File: src/rtl/lpm_ctrl.sv
module lpm_ctrl #(
  parameter int N_IRQ      = 5,
  parameter int OSC_PER_MC = 12,
  parameter int STAB_CYC   = 16
) (
  input  logic             clk,
  input  logic             arst_n,
  input  logic             hw_rst,
  input  logic             req_idle,
  input  logic             req_pd,
  input  logic [N_IRQ-1:0] irq,
  input  logic             ext_code,
  output logic             cpu_clk_en,
  output logic             osc_en,
  output logic             ram_inhibit,
  output logic             core_rst,
  output logic             idle_flag,
  output logic             pd_flag,
  output logic             ale_psen_force,
  output logic             ale_psen_level,
  output logic [3:0]       port_hold,
  output logic             port0_float
);
  localparam int WIN  = 2 * OSC_PER_MC;
  localparam int CMAX = (WIN > STAB_CYC) ? WIN : STAB_CYC;
  localparam int CW   = $clog2(CMAX + 1);
  localparam logic [CW-1:0] WIN_LAST  = CW'(WIN - 1);
  localparam logic [CW-1:0] STAB_LAST = CW'(STAB_CYC - 1);

  typedef enum logic [2:0] {S_RUN, S_IDLE, S_IWIN, S_PD, S_STAB} st_t;

  st_t           st;
  logic [CW-1:0] cnt;
  logic          lp;

  always_ff @(posedge clk or negedge arst_n) begin
    if (!arst_n) begin
      st  <= S_RUN;
      cnt <= '0;
    end else begin
      case (st)
        S_RUN:
          if (!hw_rst) begin
            if (req_pd)        st <= S_PD;
            else if (req_idle) st <= S_IDLE;
          end
        S_IDLE:
          if (hw_rst) begin
            st  <= S_IWIN;
            cnt <= '0;
          end else if (|irq) begin
            st <= S_RUN;
          end
        S_IWIN:
          if (cnt == WIN_LAST) st <= S_RUN;
          else                 cnt <= cnt + 1'b1;
        S_PD:
          if (hw_rst) begin
            st  <= S_STAB;
            cnt <= CW'(1);
          end
        S_STAB:
          if (!hw_rst)                st <= S_PD;
          else if (cnt == STAB_LAST)  st <= S_RUN;
          else                        cnt <= cnt + 1'b1;
        default: st <= S_RUN;
      endcase
    end
  end

  assign lp             = (st == S_IDLE) || (st == S_PD) || (st == S_STAB);
  assign cpu_clk_en     = (st == S_RUN) || (st == S_IWIN);
  assign osc_en         = (st != S_PD);
  assign ram_inhibit    = (st == S_IWIN);
  assign core_rst       = hw_rst && ((st == S_RUN) || (st == S_STAB));
  assign idle_flag      = (st == S_IDLE);
  assign pd_flag        = (st == S_PD) || (st == S_STAB);
  assign ale_psen_force = lp;
  assign ale_psen_level = (st == S_IDLE);
  assign port0_float    = lp && ext_code;
  assign port_hold      = {{3{lp}}, lp && !ext_code};
endmodule


File: config.mk
export PLATFORM = sky130hd
export DESIGN_NAME = lpm_ctrl
export DESIGN_NICKNAME = d
export VERILOG_FILES = /design/src/rtl/lpm_ctrl.sv
export SDC_FILE = /design/constraint.sdc
export NUM_CORES = 1
export LEC_CHECK = 0
export BUFFER_PORTS_ARGS = -buffer_cell sky130_fd_sc_hd__buf_2
export CAP_MARGIN = 20
export CORE_UTILIZATION = 51
export DETAILED_ROUTE_END_ITERATION = 6
export PLACE_DENSITY = 0.82
export SYNTH_ARGS = -nofsm -noshare
export SYNTH_HDL_FRONTEND = slang
export SYNTH_SLANG_ARGS = --single-unit
export TNS_END_PERCENT = 10
File: constraint.sdc
create_clock -name clk -period 2.9 [get_ports clk]
set_input_delay 0.145 -clock clk [delete_from_list [all_inputs] [get_ports clk]]
set_output_delay 0.145 -clock clk [all_outputs]
set_load 0.05 [all_outputs]
==> run_results.csv, run 1 <==
group,metric,value,unit
job,cap_violations,0,
floorplan,fp-row-count,12,
clock_network,cts.path.max_buffers,2,
placed_design,dp.final_hpwl,1.19,mm
drt,remaining_drc_errors,0,
clock_network,clkSlewWorstSetupHoldPaths,0.05,ns
final_layout,antenna_cells,0,
placed_design,placed_cells_incl_taps,113,
floorplan,coreArea,1160,sq um
sta,fin_crit_sh,69.6,%
sta,clock_skew,0.00214,ns
logic_synthesis,synth_area_leaders,"dfrtp_1 30%, nand2b_1 4.7%, nor2b_1 4.7%",
drt,dr_total_vias,647,
worst_setup_path,crit_arrival,2.14,ns
min_path,worst_hold_path.num_cells,2,
sta,slew_headroom,68.4,%
drt,drt-total-wl,1.50,mm
clock_network,cts_max_level,1,
sta,finalMaxSlewViolations,0,
floorplan,io_pins,24,
min_path,hold_path.startpoint,"hw_rst",
logic_synthesis,ys_ff_latch,8,
grt,antenna_found_initial,0,
drt,drtIter0Drc,13,
placed_design,place_congestion,0.882,
clock_network,cts_inserted_buffers,3,
worst_setup_path,critPathKind,"flop to flop",
grt,grt_start_max_net_pins,17,
logic_synthesis,yosysWarningCount,0,
grt,overflow,0,
logic_synthesis,postSynthCellCount,83,
power,power_frac_seq,25.6,%
power,clockPowerShare,8.9,%
logic_synthesis,synth-xor-area-share,1.31,%
clock_network,cts_hold_buffers,1,
clock_network,cts_sinks,8,
final_layout,drive_gt1_share,29.1,%
final_layout,final_area,783,sq um
logic_synthesis,synth_cell_types,32,
power,comb_power_share,65.5,%
run_status,outcome,"complete, no violations",
power,switchingPower,534,uW
final_layout,layout.cells.non_filler,117,
grt,grt_usage,25.3,%
clock_network,cts-resized-gates,0,
logic_synthesis,synth_top_family_by_area,"simple AND/OR/NAND/NOR gates",
drt,ant_nets,0,
worst_setup_path,startpoint_type,"flop",
worst_setup_path,reg2reg_from,"cnt[0]",
grt,grt_pass1_wl,2.48,mm
min_path,hold_path_class,"input pin to flop",
logic_synthesis,synth.area.mux_share,0,%
final_layout,multi_input_area,410,sq um
drt,first_pass_iters,4,
sta,grt_setup_unrepaired,"no",
logic_synthesis,synth-simple-area-share,36.8,%
worst_setup_path,reg2reg_depth,7,
logic_synthesis,netlist.area_leader.share,29.9,%
worst_setup_path,worstSetupEndpointType,"flop",
placed_design,portBuffers,23,
power,p_total,907,uW
logic_synthesis,synth-adder-area-share,3.74,%
drt,wire_per_inst,12.8,um
sta,hold_viol_final,0,
clock_network,post-cts-setup-buffers,0,
power,p_int,373,uW
floorplan,fp.dieW,38.2,um
worst_setup_path,worstPathMaxFanout,9,
sta,holdWs,0.171,ns
final_layout,synthToLayoutAreaGrowth,17.0,%
sta,tns,0,ns
logic_synthesis,syn_area,669,sq um
final_layout,layout_commonest_cell,"buf_2",
logic_synthesis,syn_nets,96,
drt,vias_per_cell,5.53,
power,power_density,1160,nW/um^2
power,ir_drop,1.07,mV
power,swShare,58.9,%
final_layout,fill_cells,94,
floorplan,die_y,38.2,um
floorplan,die_area,1460,sq um
sta,finalSetupViolCount,0,
clock_network,clock_latency,0.25,ns
logic_synthesis,postSynthAreaPerCell,8.06,sq um
floorplan,initial_core_util,57.9,%
placed_design,postPlaceCellArea,751,sq um
sta,fin_crit,2.02,ns
min_path,holdPathEnd,"st[0]",
final_layout,regArea,200,sq um
final_layout,final_cell_mix,"23 x buf_2, 8 x nor2_1, 8 x dfrtp_1",
worst_setup_path,r2r_end,"cnt[2]",
clock_network,cts_tree,"yes",
sta,worst_pin_slew,0.473,ns
final_layout,final_nets,118,
logic_synthesis,ys_seq_area_share,29.9,%
worst_setup_path,r2r_slack,0.88,ns
logic_synthesis,synth-compound-area-share,19.4,%
worst_setup_path,cp.required,3.02,ns
power,power.leakage,0.381,nW
grt,grt_pass1_vias,578,
clock_network,cts_root_buffer,"clkbuf_4",
sta,max_freq,0.496,GHz
logic_synthesis,synth_top_area_cell,"dfrtp_1",
[Yosys cell counts]
| cell type | count |
|---|---|
| nand3b_1 | 2 |
| nor3b_2 | 1 |
| dfrtp_1 | 8 |
| o22ai_1 | 1 |
| and3_1 | 1 |
| o21ai_1 | 4 |
| nor3_1 | 2 |
| and2_4 | 1 |
| nand3_1 | 6 |
| o21ai_0 | 3 |
| a221oi_1 | 1 |
| nor2b_1 | 5 |
| nand2b_1 | 5 |
| o211ai_2 | 1 |
| o41ai_1 | 1 |
| a32oi_1 | 1 |
| ha_1 | 2 |
| buf_6 | 1 |
| o32a_1 | 1 |
| nand4b_1 | 1 |
| nand2_1 | 7 |
| xor2_1 | 1 |
| and2_1 | 2 |
| a21oi_1 | 5 |
| a21boi_1 | 1 |
| nor2_1 | 8 |
| o211ai_1 | 1 |
| nor4b_2 | 1 |
| buf_4 | 4 |
| and3b_1 | 1 |
| inv_1 | 2 |
| buf_2 | 2 |
[flip-flops by register name, indices dropped and copies added, names as in the netlist]
| register | cells |
|---|---|
| st | 3 |
| cnt | 5 |
[area by class of cell]
class | instances | area share (%)
flip-flops and latches | 8 | 25.6
repair buffers | 24 | 16.0
clock buffers | 3 | 2.88
multi-input cells | 66 | 52.4
inverters | 2 | 0.958
well taps | 14 | 2.24
[power by group through the flow]
stage          logic (mW)  clock network [mW]  registers [mW]
2_1_floorplan       0.554                   0           0.188
3_3_place_gp        0.587                   0           0.226
3_5_place_dp        0.593                   0           0.231
4_1_cts             0.597              0.0857           0.229
5_1_grt             0.641              0.0887           0.242
6_report            0.594              0.0808           0.232
[logic make-up after synthesis]
group | Yosys count
AOI/OAI and AO/OA | 20
DFF | 8
xor gates and xnor gates | 1
and+or+nand+nor | 43
adders and majority gates | 2
buffers and inverters | 9
[worst max-delay path, cell delays in order (launching register included)]
cell	delay, ns
dfrtp_1	0.45
ha_1	0.27
and3_1	0.16
ha_1	0.21
nor4b_2	0.26
o21ai_1	0.20
a32oi_1	0.24
o21ai_1	0.09
[routing by layer]
| metal | vias up | wire (um) | track usage (%) |
|---|---|---|---|
| li1 | 335 | - | - |
| met1 | 301 | 714 | 34.8 |
| met2 | 11 | 762 | 35.2 |
| met3 | 0 | 24 | 4.65 |
| met4 | 0 | 0 | 17.9 |
| met5 | - | 0 | 0 |
[worst max path at each step]
stage / start / end / slack, ns / cells after the start
floorplan: st[2] / idle_flag / 1.00 / 4
CTS: cnt[0] / cnt[2] / 0.87 / 7
finish: cnt[0] / cnt[2] / 0.88 / 7
detailed placement: cnt[0] / cnt[2] / 0.88 / 7
global placement: cnt[0] / cnt[2] / 1.0 / 7
global route: cnt[0] / cnt[2] / 0.69 / 7
[stage by stage]
stage | worst slack (ns) | utilization (%)
after detailed placement | 0.884 | 64.9
final | 0.882 | 67.7
after floorplan | 1.00 | -
after global routing | 0.689 | 67.7
after CTS | 0.874 | 67.7
after global placement | 0.995 | 64.9
No activity file was read; power rests on OpenSTA's default activity.
==> run 2: changes to the inputs <==
--- a/config.mk
+++ b/config.mk
@@ -7,9 +7,9 @@
 export LEC_CHECK = 0
 export BUFFER_PORTS_ARGS = -buffer_cell sky130_fd_sc_hd__buf_2
 export CAP_MARGIN = 20
-export CORE_UTILIZATION = 51
+export CORE_UTILIZATION = 47
 export DETAILED_ROUTE_END_ITERATION = 6
-export PLACE_DENSITY = 0.82
+export PLACE_DENSITY = 0.76
 export SYNTH_ARGS = -nofsm -noshare
 export SYNTH_HDL_FRONTEND = slang
 export SYNTH_SLANG_ARGS = --single-unit
==> constraint.sdc (replaced) <==
create_clock -name clk -period 1.95 [get_ports clk]
set_input_delay 0.0975 -clock clk [delete_from_list [all_inputs] [get_ports clk]]
set_output_delay 0.0975 -clock clk [all_outputs]
set_load 0.05 [all_outputs]
==> run 2 against run 1 <==
  * Count of clock-buffer cells in the layout did not move
  * Final area up 3.7%
  * Register-to-register slack got worse by 0.77 ns
  * Via count is 8.0% higher
  * Worst hold slack worse by 0.041 ns
  * Die area grew 8.1%
  * Critical path type unchanged
  * Largest power group unchanged
==> run_results.csv, run 2 (synthesized netlist as in run 1, its figures left out) <==
group,metric,value,unit
sta,tns,0,ns
drt,drt-total-wl,1.50,mm
floorplan,fp.dieW,39.7,um
floorplan,io_pins,24,
min_path,worst_hold_path.num_cells,2,
final_layout,postLayoutCoreUtil,61.6,%
clock_network,cts_max_level,1,
power,p_total,1.39,mW
drt,first_pass_iters,4,
worst_setup_path,worstSetupEndpointType,"flop",
clock_network,cts_sinks,8,
drt,vias_per_cell,5.83,
sta,grt_setup_unrepaired,"no",
drt,remaining_drc_errors,0,
sta,max_freq,0.545,GHz
clock_network,cts_inserted_buffers,3,
clock_network,cts_root_buffer,"clkbuf_4",
min_path,hold_path.startpoint,"hw_rst",
sta,finalMaxSlewViolations,0,
drt,dr_total_vias,699,
clock_network,clock_latency,0.25,ns
sta,hold_viol_final,0,
final_layout,synthToLayoutAreaGrowth,21.3,%
placed_design,dp_slack,0.0892,ns
final_layout,antenna_cells,0,
final_layout,multi_input_area,423,sq um
sta,clock_skew,0.00614,ns
floorplan,die_area,1580,sq um
final_layout,fill_cells,130,
min_path,holdPathEnd,"st[0]",
drt,wire_per_inst,12.5,um
power,power_density,1710,nW/um^2
sta,slew_headroom,66.9,%
power,ir_drop,0.858,mV
worst_setup_path,worstPathMaxFanout,6,
clock_network,clkSlewWorstSetupHoldPaths,0.05,ns
final_layout,reg_top3,"cnt (5), st (3)",
final_layout,final_nets,120,
worst_setup_path,reg2reg_depth,7,
sta,fin_crit,1.84,ns
job,cap_violations,0,
drt,drtIter0Drc,31,
worst_setup_path,reg2reg_from,"cnt[1]",
sta,holdWs,0.130,ns
worst_setup_path,critPathKind,"flop to flop",
placed_design,postPlaceCellArea,767,sq um
placed_design,dp.final_hpwl,1.12,mm
final_layout,regArea,200,sq um
grt,grt_pass1_wl,2.25,mm
worst_setup_path,crit_arrival,1.97,ns
min_path,hold_path_class,"input pin to flop",
placed_design,portBuffers,23,
final_layout,layout.cells.non_filler,120,
final_layout,drive_gt1_share,31.4,%
grt,overflow,0,
final_layout,final_cell_mix,"23 x buf_2, 8 x nor2_1, 8 x dfrtp_1",
sta,fin_ws,0.115,ns
final_layout,largest_register_ffs,5,
placed_design,place_congestion,0.806,
drt,ant_nets,0,
sta,worst_pin_slew,0.496,ns
sta,fin_crit_sh,94.1,%
worst_setup_path,startpoint_type,"flop",
floorplan,initial_core_util,50.8,%
clock_network,cts.path.max_buffers,2,
placed_design,placed_cells_incl_taps,116,
run_status,outcome,"complete, no violations",
final_layout,final_area,812,sq um
worst_setup_path,cp.required,2.08,ns
final_layout,layout_commonest_cell,"buf_2",
clock_network,cts_tree,"yes",
grt,grt_usage,21.5,%
sta,finalSetupViolCount,0,
floorplan,coreArea,1320,sq um
worst_setup_path,r2r_end,"cnt[2]",
floorplan,die_y,39.7,um
worst_setup_path,r2r_slack,0.11,ns
final_layout,top_register,"cnt",
power,power.leakage,0.393,nW
grt,antenna_found_initial,0,
grt,grt_start_max_net_pins,17,
grt,grt_pass1_vias,505,
floorplan,fp-row-count,13,
==> run 2: how the worst max path moves through the flow <==
stage               startpoint      to
floorplan                st[1]  cnt[2]
CTS                     cnt[1]  cnt[2]
global route            cnt[0]  cnt[2]
detailed placement      cnt[1]  cnt[2]
global placement        cnt[1]  cnt[1]
finish                  cnt[1]  cnt[2]
==> run 2: layout make-up <==
type / instances / share of cell area [%]
Timing Repair Buffer: 26 / 17.3
Multi-Input combinational cell: 66 / 52.1
Inverter: 2 / 0.924
Sequential cell: 8 / 24.7
Tap cell: 15 / 2.31
Clock buffer: 3 / 2.77
==> run 2: worst max-delay path, stage by stage (launching register included) <==
cell	delay, ns
dfrtp_1	0.40
ha_1	0.23
and3_1	0.16
ha_1	0.23
nor4b_4	0.26
o21ai_2	0.14
a32oi_1	0.22
o21ai_1	0.09
==> run 2: metal layers <==
layer  routed length, um  part of all wire [%]  track usage, %  up-vias
met2                 728                    48            28.3       16
met4                   0                     0            5.17        0
met1                 733                    49            33.9      342
met3                  40                   2.7            5.11        0
met5                   0                     0               0        -
li1                    -                     -               -      341
==> run 2: report_power, final <==
group	switching, mW	leakage [nW]	internal, mW
combinational	0.653	0.274	0.294
sequential	0.106	0.105	0.219
clock	0.0511	0.0138	0.0701
==> run 2: what timing repair did <==
| item | in CTS | in global routing |
|---|---|---|
| gates resized for setup | 0 | 2 |
| hold endpoints to repair | 8 | 0 |
| hold buffers | 1 | 0 |
| setup endpoints to repair | 0 | 5 |
| setup buffers | 0 | 0 |
